File: src/rtl/sa_pkg.sv
package sa_pkg;
  localparam int ADDR_W  = 15;
  localparam int FINEX_W = 3;
  localparam int DATA_W  = 8;
  localparam int CRS_W   = 5;

  typedef enum logic {
    PORT_SCROLL = 1'b0,
    PORT_ADDR   = 1'b1
  } port_e;

  typedef logic [ADDR_W-1:0] vaddr_t;
endpackage

File: src/rtl/sa_phase.sv
module sa_phase (
  input  logic clk,
  input  logic rst_n,
  input  logic wr_en,
  input  logic status_rd,
  output logic phase_q
);
  logic phase_d;
  logic phase_en;

  always_comb begin
    phase_en = wr_en | status_rd;
    phase_d  = status_rd ? 1'b0 : ~phase_q;
  end

  always_ff @(posedge clk or negedge rst_n) begin
    if (!rst_n)        phase_q <= 1'b0;
    else if (phase_en) phase_q <= phase_d;
  end
endmodule

File: src/rtl/sa_staging.sv
module sa_staging
  import sa_pkg::*;
(
  input  logic              clk,
  input  logic              rst_n,
  input  logic              wr_en,
  input  logic              port_sel,
  input  logic              phase,
  input  logic [DATA_W-1:0] wr_data,
  output vaddr_t            stage_q,
  output vaddr_t            stage_d,
  output logic [FINEX_W-1:0] fine_q
);
  logic [FINEX_W-1:0] fine_d;
  logic               stage_en;
  logic               fine_en;

  always_comb begin
    stage_d  = stage_q;
    fine_d   = fine_q;
    stage_en = wr_en;
    fine_en  = 1'b0;
    if (wr_en) begin
      if (port_e'(port_sel) == PORT_SCROLL) begin
        if (!phase) begin
          stage_d[CRS_W-1:0] = wr_data[DATA_W-1:FINEX_W];
          fine_d             = wr_data[FINEX_W-1:0];
          fine_en            = 1'b1;
        end else begin
          stage_d[2*CRS_W-1:CRS_W] = wr_data[DATA_W-1:FINEX_W];
          stage_d[ADDR_W-1:12]     = wr_data[FINEX_W-1:0];
        end
      end else begin
        if (!phase) begin
          stage_d[ADDR_W-1]    = 1'b0;
          stage_d[ADDR_W-2:8]  = wr_data[5:0];
        end else begin
          stage_d[DATA_W-1:0]  = wr_data;
        end
      end
    end
  end

  always_ff @(posedge clk or negedge rst_n) begin
    if (!rst_n)        stage_q <= '0;
    else if (stage_en) stage_q <= stage_d;
  end

  always_ff @(posedge clk or negedge rst_n) begin
    if (!rst_n)       fine_q <= '0;
    else if (fine_en) fine_q <= fine_d;
  end
endmodule

File: src/rtl/sa_live.sv
module sa_live
  import sa_pkg::*;
(
  input  logic   clk,
  input  logic   rst_n,
  input  logic   load,
  input  vaddr_t stage_d,
  output vaddr_t live_q
);
  always_ff @(posedge clk or negedge rst_n) begin
    if (!rst_n)    live_q <= '0;
    else if (load) live_q <= stage_d;
  end
endmodule

File: src/rtl/scroll_addr_unit.sv
module scroll_addr_unit
  import sa_pkg::*;
(
  input  logic               clk,
  input  logic               rst_n,
  input  logic               wr_en,
  input  logic               port_sel,
  input  logic [DATA_W-1:0]  wr_data,
  input  logic               status_rd,
  input  logic               frame_copy,
  output logic [ADDR_W-1:0]  cur_addr,
  output logic [FINEX_W-1:0] fine_x,
  output logic               second_phase
);
  vaddr_t stage_q;
  vaddr_t stage_d;
  vaddr_t live_q;
  logic   commit;

  always_comb
    commit = frame_copy |
             (wr_en & (port_e'(port_sel) == PORT_ADDR) & second_phase);

  sa_phase u_phase (
    .clk       (clk),
    .rst_n     (rst_n),
    .wr_en     (wr_en),
    .status_rd (status_rd),
    .phase_q   (second_phase)
  );

  sa_staging u_stage (
    .clk      (clk),
    .rst_n    (rst_n),
    .wr_en    (wr_en),
    .port_sel (port_sel),
    .phase    (second_phase),
    .wr_data  (wr_data),
    .stage_q  (stage_q),
    .stage_d  (stage_d),
    .fine_q   (fine_x)
  );

  sa_live u_live (
    .clk     (clk),
    .rst_n   (rst_n),
    .load    (commit),
    .stage_d (stage_d),
    .live_q  (live_q)
  );

  assign cur_addr = live_q;
endmodule

File: config.mk
export PLATFORM = sky130hd
export DESIGN_NAME = scroll_addr_unit
export DESIGN_NICKNAME = d
export VERILOG_FILES = /design/src/rtl/sa_pkg.sv /design/src/rtl/sa_phase.sv /design/src/rtl/sa_staging.sv /design/src/rtl/sa_live.sv /design/src/rtl/scroll_addr_unit.sv
export SDC_FILE = /design/constraint.sdc
export NUM_CORES = 1
export LEC_CHECK = 0
export BUFFER_PORTS_ARGS = -buffer_cell sky130_fd_sc_hd__buf_2
export CAP_MARGIN = 20
export CORE_ASPECT_RATIO = 0.9
export CORE_UTILIZATION = 40
export CTS_CLUSTER_SIZE = 25
export DETAILED_ROUTE_END_ITERATION = 10
export PLACE_DENSITY = 0.7
export SYNTH_ARGS = -nofsm -noshare
export SYNTH_HDL_FRONTEND = slang
export SYNTH_SLANG_ARGS = --single-unit
export TNS_END_PERCENT = 50
File: constraint.sdc
create_clock -name clk -period 2 [get_ports clk]
set_input_delay 0.1 -clock clk [delete_from_list [all_inputs] [get_ports clk]]
set_output_delay 0.1 -clock clk [all_outputs]
set_load 0.05 [all_outputs]
==> results of run 1 <==
## per-layer routing
layer / wire length, um / part of all wire, % / vias up / global-route usage (%)
li1: - / - / 619 / -
met5: 0 / 0 / - / 0
met1: 1630 / 47 / 608 / 23.9
met3: 227 / 6.5 / 8 / 4.19
met2: 1570 / 45 / 51 / 24.8
met4: 58 / 1.7 / 0 / 6.89
## worst min path at each step
stage / to / start / slack (ns) / cells after the start
6_report: u_stage.fine_q[2] / wr_data[2] / 0.10 / 2
5_1_grt: u_stage.fine_q[2] / wr_data[2] / 0.1 / 2
4_1_cts: u_stage.fine_q[2] / wr_data[2] / 0.1 / 2
3_5_place_dp: u_live.live_q[6] / rst_n / 0.21 / 1
3_3_place_gp: u_live.live_q[6] / rst_n / 0.19 / 1
2_1_floorplan: u_live.live_q[0] / rst_n / -0.20 / 0
## critical path: cells and delay by family, from the launching register on
| family | cells | cell delay [ns] |
|---|---|---|
| flip-flops | 1 | 0.76 |
| multiplexers | 2 | 0.58 |
| AND/OR/NAND/NOR | 1 | 0.27 |
## per-stage QoR
stage / cell area [um2] / hold WS [ns] / util, % / power [mW] / cells
after floorplan: 1650 / -0.196 / - / 1.52 / 149
after global placement: 1820 / 0.193 / 47.5 / 1.68 / 220
after detailed placement: 1820 / 0.205 / 47.5 / 1.71 / 220
after CTS: 1930 / 0.0979 / 50.4 / 2.22 / 230
after global routing: 1930 / 0.0951 / 50.4 / 2.33 / 230
final: 1930 / 0.103 / 50.4 / 2.21 / 230
## area by class of cell
class | count | area, um2 | share of cell area, %
clock buffers | 7 | 86.3 | 4.47
repair buffers | 35 | 188 | 9.72
clock inverters | 1 | 5.00 | 0.259
flip-flops and latches | 34 | 851 | 44.0
multi-input cells | 106 | 741 | 38.3
inverters | 1 | 3.75 | 0.194
well taps | 46 | 57.6 | 2.98
## registers in the layout, indices dropped and copies added, names as in the netlist
register         flops
u_live.live_q       15
u_phase.phase_q      1
u_stage.fine_q       3
u_stage.stage_q     15
## repair_timing
action / 4_1_cts / 5_1_grt
setup buffers: 0 / 0
setup endpoints to repair: 0 / 0
hold buffers: 2 / 0
hold endpoints to repair: 35 / 0
## power by group through the flow
| stage | Clock, mW | Sequential, mW | Combinational, mW |
|---|---|---|---|
| final | 0.509 | 0.945 | 0.752 |
| after global routing | 0.559 | 0.963 | 0.804 |
| after CTS | 0.521 | 0.945 | 0.758 |
| after detailed placement | 0 | 0.956 | 0.753 |
| after global placement | 0 | 0.945 | 0.740 |
| after floorplan | 0 | 1.24 | 0.281 |
## logic make-up after synthesis
| kind of cell | after synthesis | share of synthesized area (%) |
|---|---|---|
| buf+inv | 9 | 3.27 |
| flops | 34 | 51.7 |
| xor+xnor | 1 | 0.532 |
| compound gates | 34 | 16.1 |
| simple gates | 60 | 20.6 |
| mux | 11 | 7.76 |
## layout by cell type, fill, tap and decap left out, drive strengths merged, types with 7 or more instances in the layout
master,instances
mux2,8
buf,33
and2,13
a31oi,10
nor2b,10
nand2,12
nor2,11
a32oi,7
dfrtp,34
clkbuf,7
==> impl_metrics.tcl, run 1 <==
set metrics [dict create \
    status "complete, no violations" \
    clock_path_buffers 2 \
    syn-instance-count 149 \
    track_usage_pct 16.9 \
    grt_pass1_vias 1215 \
    worst_clock_skew_ns 0.00289 \
    vias_per_cell 5.59 \
    setup_violations 0 \
    die_x_um 69.6 \
    rsz0062_at_grt "false" \
    yosysUniqueCellTypes 35 \
    cp_data_required_time_ns 2.17 \
    dieHeight_um 62.8 \
    cts.sinks 34 \
    period_share_pct 86.3 \
    grt_max_degree 35 \
    place.gp.congestion 0.812 \
    num_antenna_cells 0 \
    fillers 350 \
    vias 1286 \
    crit_type "reg -> reg" \
    ios 33 \
    clkTransAtPathRegs_ns 0.06 \
    p_per_area_nw_per_um2 1140 \
    r2r_cells 3 \
    synth-seq-cells 34 \
    finalWirelength_um 3480 \
    slowest_stage "dfrtp_1" \
    fmax_ghz 0.579 \
    rows 21 \
    nets 197 \
    worstMarginPinSlew_ns 0.737 \
    initial_core_util_pct 42.9 \
    combPwrFrac_pct 34.1 \
    slowest_delay_ns 0.76 \
    synthFlopType "dfrtp_1" \
    setup_tns_ns 0 \
    maxSlewViolCount 0 \
    ys_top_cells_by_count "dfrtp_1 (34), and2_1 (13), nand2_1 (12), nor2_1 (11), a31oi_1 (10)" \
    dp_worst_setup_slack_ns 0.289 \
    area.growth.synth_to_final_pct 17.4 \
    p_seq_share_pct 42.9 \
    r2r-end "u_live.live_q[10]" \
    grt_overflow 0 \
    p_switching_mw 0.843 \
    io_buffers 32 \
    synth_top_area_share_pct 51.7 \
    worstSkewPairLatency_ns 0.28 \
    antenna_found_initial 0 \
    worstSetupEndpointType "register" \
    ctsHtreeMaxLevel 2 \
    worst_slack_ns 0.274 \
    clockPowerShare_pct 23.1 \
    drive_gt1_share_pct 32.6 \
    cts_tree "yes" \
    dieArea_um2 4370 \
    swShare_pct 38.2 \
    clockRootBuffer "clkbuf_8" \
    arrival_ns 1.89 \
    core_area_um2 3840 \
    hpwlAfterDp_um 2530 \
    seq_area_frac_synth_pct 51.7 \
    wl_per_cell_um 15.1 \
    p_leak_nw 0.871 \
    synth_fp_nets 163 \
    synth_area_leaders "dfrtp_1 (52%), and2_1 (4.9%), mux2_2 (4.1%), a31oi_1 (3.8%), a32oi_1 (3.7%)" \
    numCtsBuffers 5 \
    crit_end "u_live.live_q[10]" \
    first_pass_iters 4 \
    relSlewSlack_pct 50.9 \
    min_period_ns 1.73 \
    vdd_drop_max_mv 0.589 \
    drv_cap 0 \
    cp_max_fo 24 \
    startpoint_type "register" \
    yosys.area.top_type "dfrtp_1" \
    drc 0 \
    post_cts_resize_count 0 \
    yosysMostFrequentCell "dfrtp_1" \
    cp_cell_sequence "nand3b_2 -> mux2_4 -> mux2_2" \
    yosysWarningCount 0 \
    hold_viol 0 \
    grt_pass1_wl_um 5780 \
    syn_avg_cell_area_um2 11.0 \
    setup.worst_path.start "u_phase.phase_q" \
    hp-class "in -> reg" \
    synth-edff-count 0 \
    p_int_mw 1.36 \
    drtIter0Drc 95 \
    timing.rr.start "u_phase.phase_q" \
    synthArstFlopShare_pct 100 \
    r2r_slack_ns 0.27 \
    ant_nets 0 \
    syn_area_um2 1650 \
]
(Power assumes the default switching activity.)
==> run 2, diff against run 1 <==
--- a/config.mk
+++ b/config.mk
@@ -5,13 +5,13 @@
 export SDC_FILE = /design/constraint.sdc
 export NUM_CORES = 1
 export LEC_CHECK = 0
-export BUFFER_PORTS_ARGS = -buffer_cell sky130_fd_sc_hd__buf_2
 export CAP_MARGIN = 20
 export CORE_ASPECT_RATIO = 0.9
 export CORE_UTILIZATION = 40
 export CTS_CLUSTER_SIZE = 25
 export DETAILED_ROUTE_END_ITERATION = 10
-export PLACE_DENSITY = 0.7
+export DONT_BUFFER_PORTS = 1
+export PLACE_DENSITY = 0.63
 export SYNTH_ARGS = -nofsm -noshare
 export SYNTH_HDL_FRONTEND = slang
 export SYNTH_SLANG_ARGS = --single-unit
==> run 2 against run 1 <==
Worst setup slack got worse by 0.019 ns. Total power decreased by 6.0%. Clock power fell by 9.0%. Flip-flop and latch count unchanged. Hold slack worse by 0.078 ns. Critical path type unchanged. Critical endpoint is now u_phase.phase_q. Largest cell class unchanged. Largest power group unchanged.
==> impl_metrics.tcl, run 2 (synthesis gave the netlist of run 1 again) <==
set metrics [dict create \
    status "complete, no violations" \
    grt_max_degree 35 \
    combPwrFrac_pct 16.9 \
    grt_overflow 0 \
    drv_cap 0 \
    r2r_slack_ns 0.26 \
    crit_type "reg -> reg" \
    worstSkewPairLatency_ns 0.28 \
    numCtsBuffers 5 \
    core_area_um2 3840 \
    worstMarginPinSlew_ns 0.488 \
    drtIter0Drc 68 \
    dieArea_um2 4370 \
    p_int_mw 1.27 \
    clockPowerShare_pct 22.3 \
    hp-class "in -> reg" \
    finalWirelength_um 3810 \
    clkTransAtPathRegs_ns 0.06 \
    relSlewSlack_pct 67.4 \
    setup_tns_ns 0 \
    final_cell_mix "dfrtp_1 (33), and2_1 (13), nand2_1 (12)" \
    cp_max_fo 23 \
    post-route-util_pct 48.4 \
    setup_violations 0 \
    grt_pass1_vias 1242 \
    design_area_um2 1860 \
    maxSlewViolCount 0 \
    swShare_pct 38.7 \
    place.gp.congestion 0.822 \
    hpwlAfterDp_um 2490 \
    dp.cells 189 \
    fmax_ghz 0.573 \
    finalNonFillerCells 206 \
    drc 0 \
    cp_data_required_time_ns 2.17 \
    timing.rr.start "u_phase.phase_q" \
    p_seq_share_pct 60.7 \
    min-delay-start "wr_data[4]" \
    cts_tree "yes" \
    wl_per_cell_um 18.5 \
    holdPathStages 2 \
    ctsHtreeMaxLevel 2 \
    vias_per_cell 5.87 \
    clock_path_buffers 2 \
    clockRootBuffer "clkbuf_8" \
    vdd_drop_max_mv 0.539 \
    initial_core_util_pct 42.9 \
    startpoint_type "register" \
    num_antenna_cells 0 \
    drive_gt1_share_pct 18.1 \
    p_per_area_nw_per_um2 1120 \
    worst_clock_skew_ns 0.00583 \
    worstSetupEndpointType "register" \
    grt_pass1_wl_um 6370 \
    period_share_pct 87.2 \
    min_to "u_stage.stage_q[12]" \
    p_switching_mw 0.803 \
    die_x_um 69.6 \
    min_period_ns 1.74 \
    nets 174 \
    antenna_found_initial 0 \
    rows 21 \
    cts.sinks 34 \
    reg.largest.list "u_live.live_q: 15 flops, u_stage.stage_q: 15 flops, u_stage.fine_q: 3 flops" \
    io_buffers 0 \
    ios 33 \
    ant_nets 0 \
    dpl_cell_area_um2 1670 \
    r2r_cells 4 \
    arrival_ns 1.91 \
    track_usage_pct 19.1 \
    p_leak_nw 0.778 \
    area.growth.synth_to_final_pct 12.8 \
    first_pass_iters 4 \
    vias 1210 \
    dieHeight_um 62.8 \
    mostFrequentLayoutCell "dfrtp_1" \
    power_mw 2.07 \
    rsz0062_at_grt "false" \
    r2r-end "u_phase.phase_q" \
    hold_viol 0 \
    cts_setup_buffers 0 \
]
-- run 2: critical path: stages (launching register included) --
cell	delay (ns)
dfrtp_2	0.59
buf_4	0.28
xnor2_1	0.15
nor2_1	0.06
dlygate4sd3_1	0.55
-- run 2: timing repair --
| item | in CTS | in global routing |
|---|---|---|
| endpoints found under the hold margin | 42 | 1 |
| hold buffers | 9 | 1 |
| endpoints found under the setup margin | 0 | 1 |
| resized for setup | 0 | 1 |
-- run 2: metrics by stage --
stage	hold WS, ns	setup slack (ns)
2_1_floorplan	-0.196	0.375
3_3_place_gp	-0.194	0.370
3_5_place_dp	-0.195	0.323
4_1_cts	0.00267	0.0889
5_1_grt	0.00623	0.217
6_report	0.0250	0.255
-- run 2: cell type report --
cell class	instances	area, um2
fill	358	1980
sequential	34	852
multi-input combinational	106	741
timing repair buffer	12	125
clock buffer	7	76.3
tap	46	57.6
inverter	1	3.75
-- run 2: routing by layer --
layer	up-vias	global-route usage (%)	wire length, um
met5	-	0	0
met4	0	7.14	43
met3	4	7.26	231
met2	34	27.5	1770
met1	604	26.1	1760
li1	568	-	-
-- run 2: worst max-delay path by stage --
stage               startpoint                end  slack [ns]  cells past startpoint
2_1_floorplan  u_phase.phase_q   u_live.live_q[7]        0.38                      4
3_3_place_gp   u_phase.phase_q  u_live.live_q[10]        0.37                      3
3_5_place_dp   u_phase.phase_q   u_live.live_q[8]        0.32                      4
4_1_cts        u_phase.phase_q    u_phase.phase_q        0.09                      4
5_1_grt        u_phase.phase_q    u_phase.phase_q        0.22                      4
6_report       u_phase.phase_q    u_phase.phase_q        0.26                      4
-- run 2: power by group through the flow --
stage	Sequential [mW]	Combinational [mW]	Clock (mW)
floorplan	1.24	0.281	0
global placement	1.27	0.302	0
detailed placement	1.27	0.316	0
CTS	1.26	0.351	0.480
global route	1.28	0.392	0.513
finish	1.26	0.351	0.463
==> run 3, diff against run 2 <==
--- a/config.mk
+++ b/config.mk
@@ -5,9 +5,11 @@
 export SDC_FILE = /design/constraint.sdc
 export NUM_CORES = 1
 export LEC_CHECK = 0
+export ABC_AREA = 1
 export CAP_MARGIN = 20
 export CORE_ASPECT_RATIO = 0.9
 export CORE_UTILIZATION = 40
+export CTS_BUF_LIST = sky130_fd_sc_hd__clkbuf_2 sky130_fd_sc_hd__clkbuf_4 sky130_fd_sc_hd__clkbuf_8
 export CTS_CLUSTER_SIZE = 25
 export DETAILED_ROUTE_END_ITERATION = 10
 export DONT_BUFFER_PORTS = 1
==> run 3 against run 2 <==
Critical path depth grew 1. Routed wire length is 11% lower. Core utilization down 0.65 points. Final area shrank 3.4%. Largest cell class unchanged. Largest power group unchanged.
==> impl_metrics.tcl, run 3 <==
set metrics [dict create \
    status "complete, no violations" \
    synthFlopType "dfrtp_1" \
    fmax_ghz 0.589 \
    worstMarginPinSlew_ns 0.513 \
    die_x_um 68.3 \
    p_seq_share_pct 58.2 \
    grt_pass1_vias 1157 \
    worst_slack_ns 0.302 \
    syn-instance-count 194 \
    nets 220 \
    finalNonFillerCells 253 \
    synthArstFlopShare_pct 100 \
    clockPowerShare_pct 27.8 \
    seq_area_frac_synth_pct 53.8 \
    drtIter0Drc 72 \
    p_switching_mw 0.710 \
    vias_per_cell 4.81 \
    mostFrequentLayoutCell "nand2_1" \
    reg.largest.list "u_live.live_q: 15 flops, u_stage.stage_q: 15 flops, u_stage.fine_q: 3 flops" \
    wl_per_cell_um 13.4 \
    area.growth.synth_to_final_pct 13.4 \
    io_buffers 0 \
    cts.sinks 34 \
    ios 33 \
    synth_area_leaders "dfrtp_1 (54%), nand2_1 (21%), nand3_1 (4.1%), inv_1 (4.0%), nor2_1 (2.1%)" \
    combPwrFrac_pct 13.9 \
    relSlewSlack_pct 65.8 \
    worst_clock_skew_ns 0.00259 \
    yosysMostFrequentCell "nand2_1" \
    cp_data_required_time_ns 2.22 \
    swShare_pct 37.1 \
    worstSetupEndpointType "register" \
    dieHeight_um 61.7 \
    synth_top_area_share_pct 53.8 \
    seq_area_um2 851 \
    drv_cap 0 \
    drc 0 \
    arrival_ns 1.92 \
    core_area_um2 3760 \
    synth-seq-cells 34 \
    antenna_found_initial 0 \
    yosysWarningCount 0 \
    initial_core_util_pct 42.1 \
    p_per_area_nw_per_um2 1070 \
    yosysUniqueCellTypes 21 \
    syn_avg_cell_area_um2 8.15 \
    worstSkewPairLatency_ns 0.28 \
    hp-class "in -> reg" \
    clock_path_buffers 2 \
    fillers 387 \
    p_int_mw 1.20 \
    num_antenna_cells 0 \
    numCtsBuffers 5 \
    ctsHtreeMaxLevel 2 \
    power_mw 1.91 \
    grt_pass1_wl_um 5590 \
    grt_overflow 0 \
    final_cell_mix "nand2_1 (87), dfrtp_1 (34), inv_1 (17)" \
    hold_viol 0 \
    maxSlewViolCount 0 \
    min_period_ns 1.70 \
    yosys.area.top_type "dfrtp_1" \
    setup_tns_ns 0 \
    grt_max_degree 35 \
    crit_type "reg -> reg" \
    cp_max_fo 10 \
    dp_worst_setup_slack_ns 0.519 \
    rows 21 \
    place.gp.congestion 0.848 \
    period_share_pct 84.9 \
    vdd_drop_max_mv 0.500 \
    first_pass_iters 4 \
    synth-edff-count 0 \
    finalWirelength_um 3380 \
    synth_fp_nets 208 \
    clkTransAtPathRegs_ns 0.07 \
    drive_gt1_share_pct 9.66 \
    vias 1216 \
    track_usage_pct 19.2 \
    hpwlAfterDp_um 2350 \
    multi_input_area_um2 603 \
    ys_top_cells_by_count "nand2_1 (87), dfrtp_1 (34), inv_1 (17), nand3_1 (13), nor2_1 (9)" \
    setup_violations 0 \
    holdWs_ns 0.00773 \
    p_leak_nw 0.967 \
    dp.cells 236 \
    startpoint_type "register" \
    dieArea_um2 4210 \
    syn_area_um2 1580 \
    rsz0062_at_grt "false" \
    cts_tree "yes" \
    ant_nets 0 \
    clockRootBuffer "clkbuf_8" \
]
run 3: cell count changes after synthesis, sizes merged, moves of 4 or more:
cell    delta
nand2     +78
inv       +20
nand3     +15
a31oi     -10
nor2b     -10
and2       -9
mux2       -8
a32oi      -7
o21ai      +6
a221oi     -5
a31o       -4
and3       -4
run 3: cell families after synthesis:
family / after synthesis / synth area share [%]
AND/OR/NAND/NOR: 124 / 34.8
flip-flops: 34 / 53.8
buffers and inverters: 26 / 8.07
AO/OA/AOI/OAI: 10 / 3.32
run 3: worst max-delay path, cell delays in order, from the launching register on:
cell and delay [ns]:
dfrtp_1 0.55, nand2_4 0.13, nor2_1 0.20, nand2_1 0.08, nand3_1 0.11, dlygate4sd3_1 0.56
run 3: metal layers:
layer	vias to the layer above	routed length, um	global-route usage (%)
met4	0	56	7.14
met1	563	1640	26.9
li1	615	-	-
met5	-	0	0
met3	6	249	7.41
met2	32	1430	26.8
run 3: power groups by stage:
stage          logic (mW)  registers (mW)  clock network [mW]
6_report            0.266            1.11               0.533
5_1_grt             0.314            1.13               0.578
4_1_cts             0.271            1.12               0.551
3_5_place_dp        0.231            1.13                   0
3_3_place_gp        0.226            1.13                   0
2_1_floorplan       0.199            1.11                   0
run 3: layout make-up:
type,count,area share [%]
multi-input combinational,134,33.6
inverter,21,4.40
clock inverter,1,0.279
tap,46,3.21
timing repair buffer,10,6.00
clock buffer,7,5.02
sequential,34,47.5
run 3: stage by stage:
| stage | util, % | instance area [um2] |
|---|---|---|
| after CTS | 47.7 | 1790 |
| after global routing | 47.7 | 1790 |
| after floorplan | - | 1580 |
| after detailed placement | 42.5 | 1600 |
| after global placement | 42.5 | 1600 |
| final | 47.7 | 1790 |
run 3: worst paths after layout:
kind	start	end	slack (ns)	cells after the start
max in group asynchronous	rst_n	u_stage.fine_q[2]	1.56	2
hold / removal	port_sel	u_stage.fine_q[1]	0.008	3
hold reg to reg	u_stage.stage_q[0]	u_stage.stage_q[0]	0.47	2
min in group asynchronous	rst_n	u_stage.stage_q[1]	0.25	2
setup reg to reg	u_phase.phase_q	u_stage.stage_q[6]	0.30	5
setup / recovery	u_phase.phase_q	u_stage.stage_q[6]	0.30	5
run 3: timing repair:
action / in CTS / in global routing
hold buffers: 9 / 0
setup buffers: 0 / 0
setup endpoints to repair: 0 / 0
gates resized for setup: 0 / 0
endpoints found under the hold margin: 41 / 0
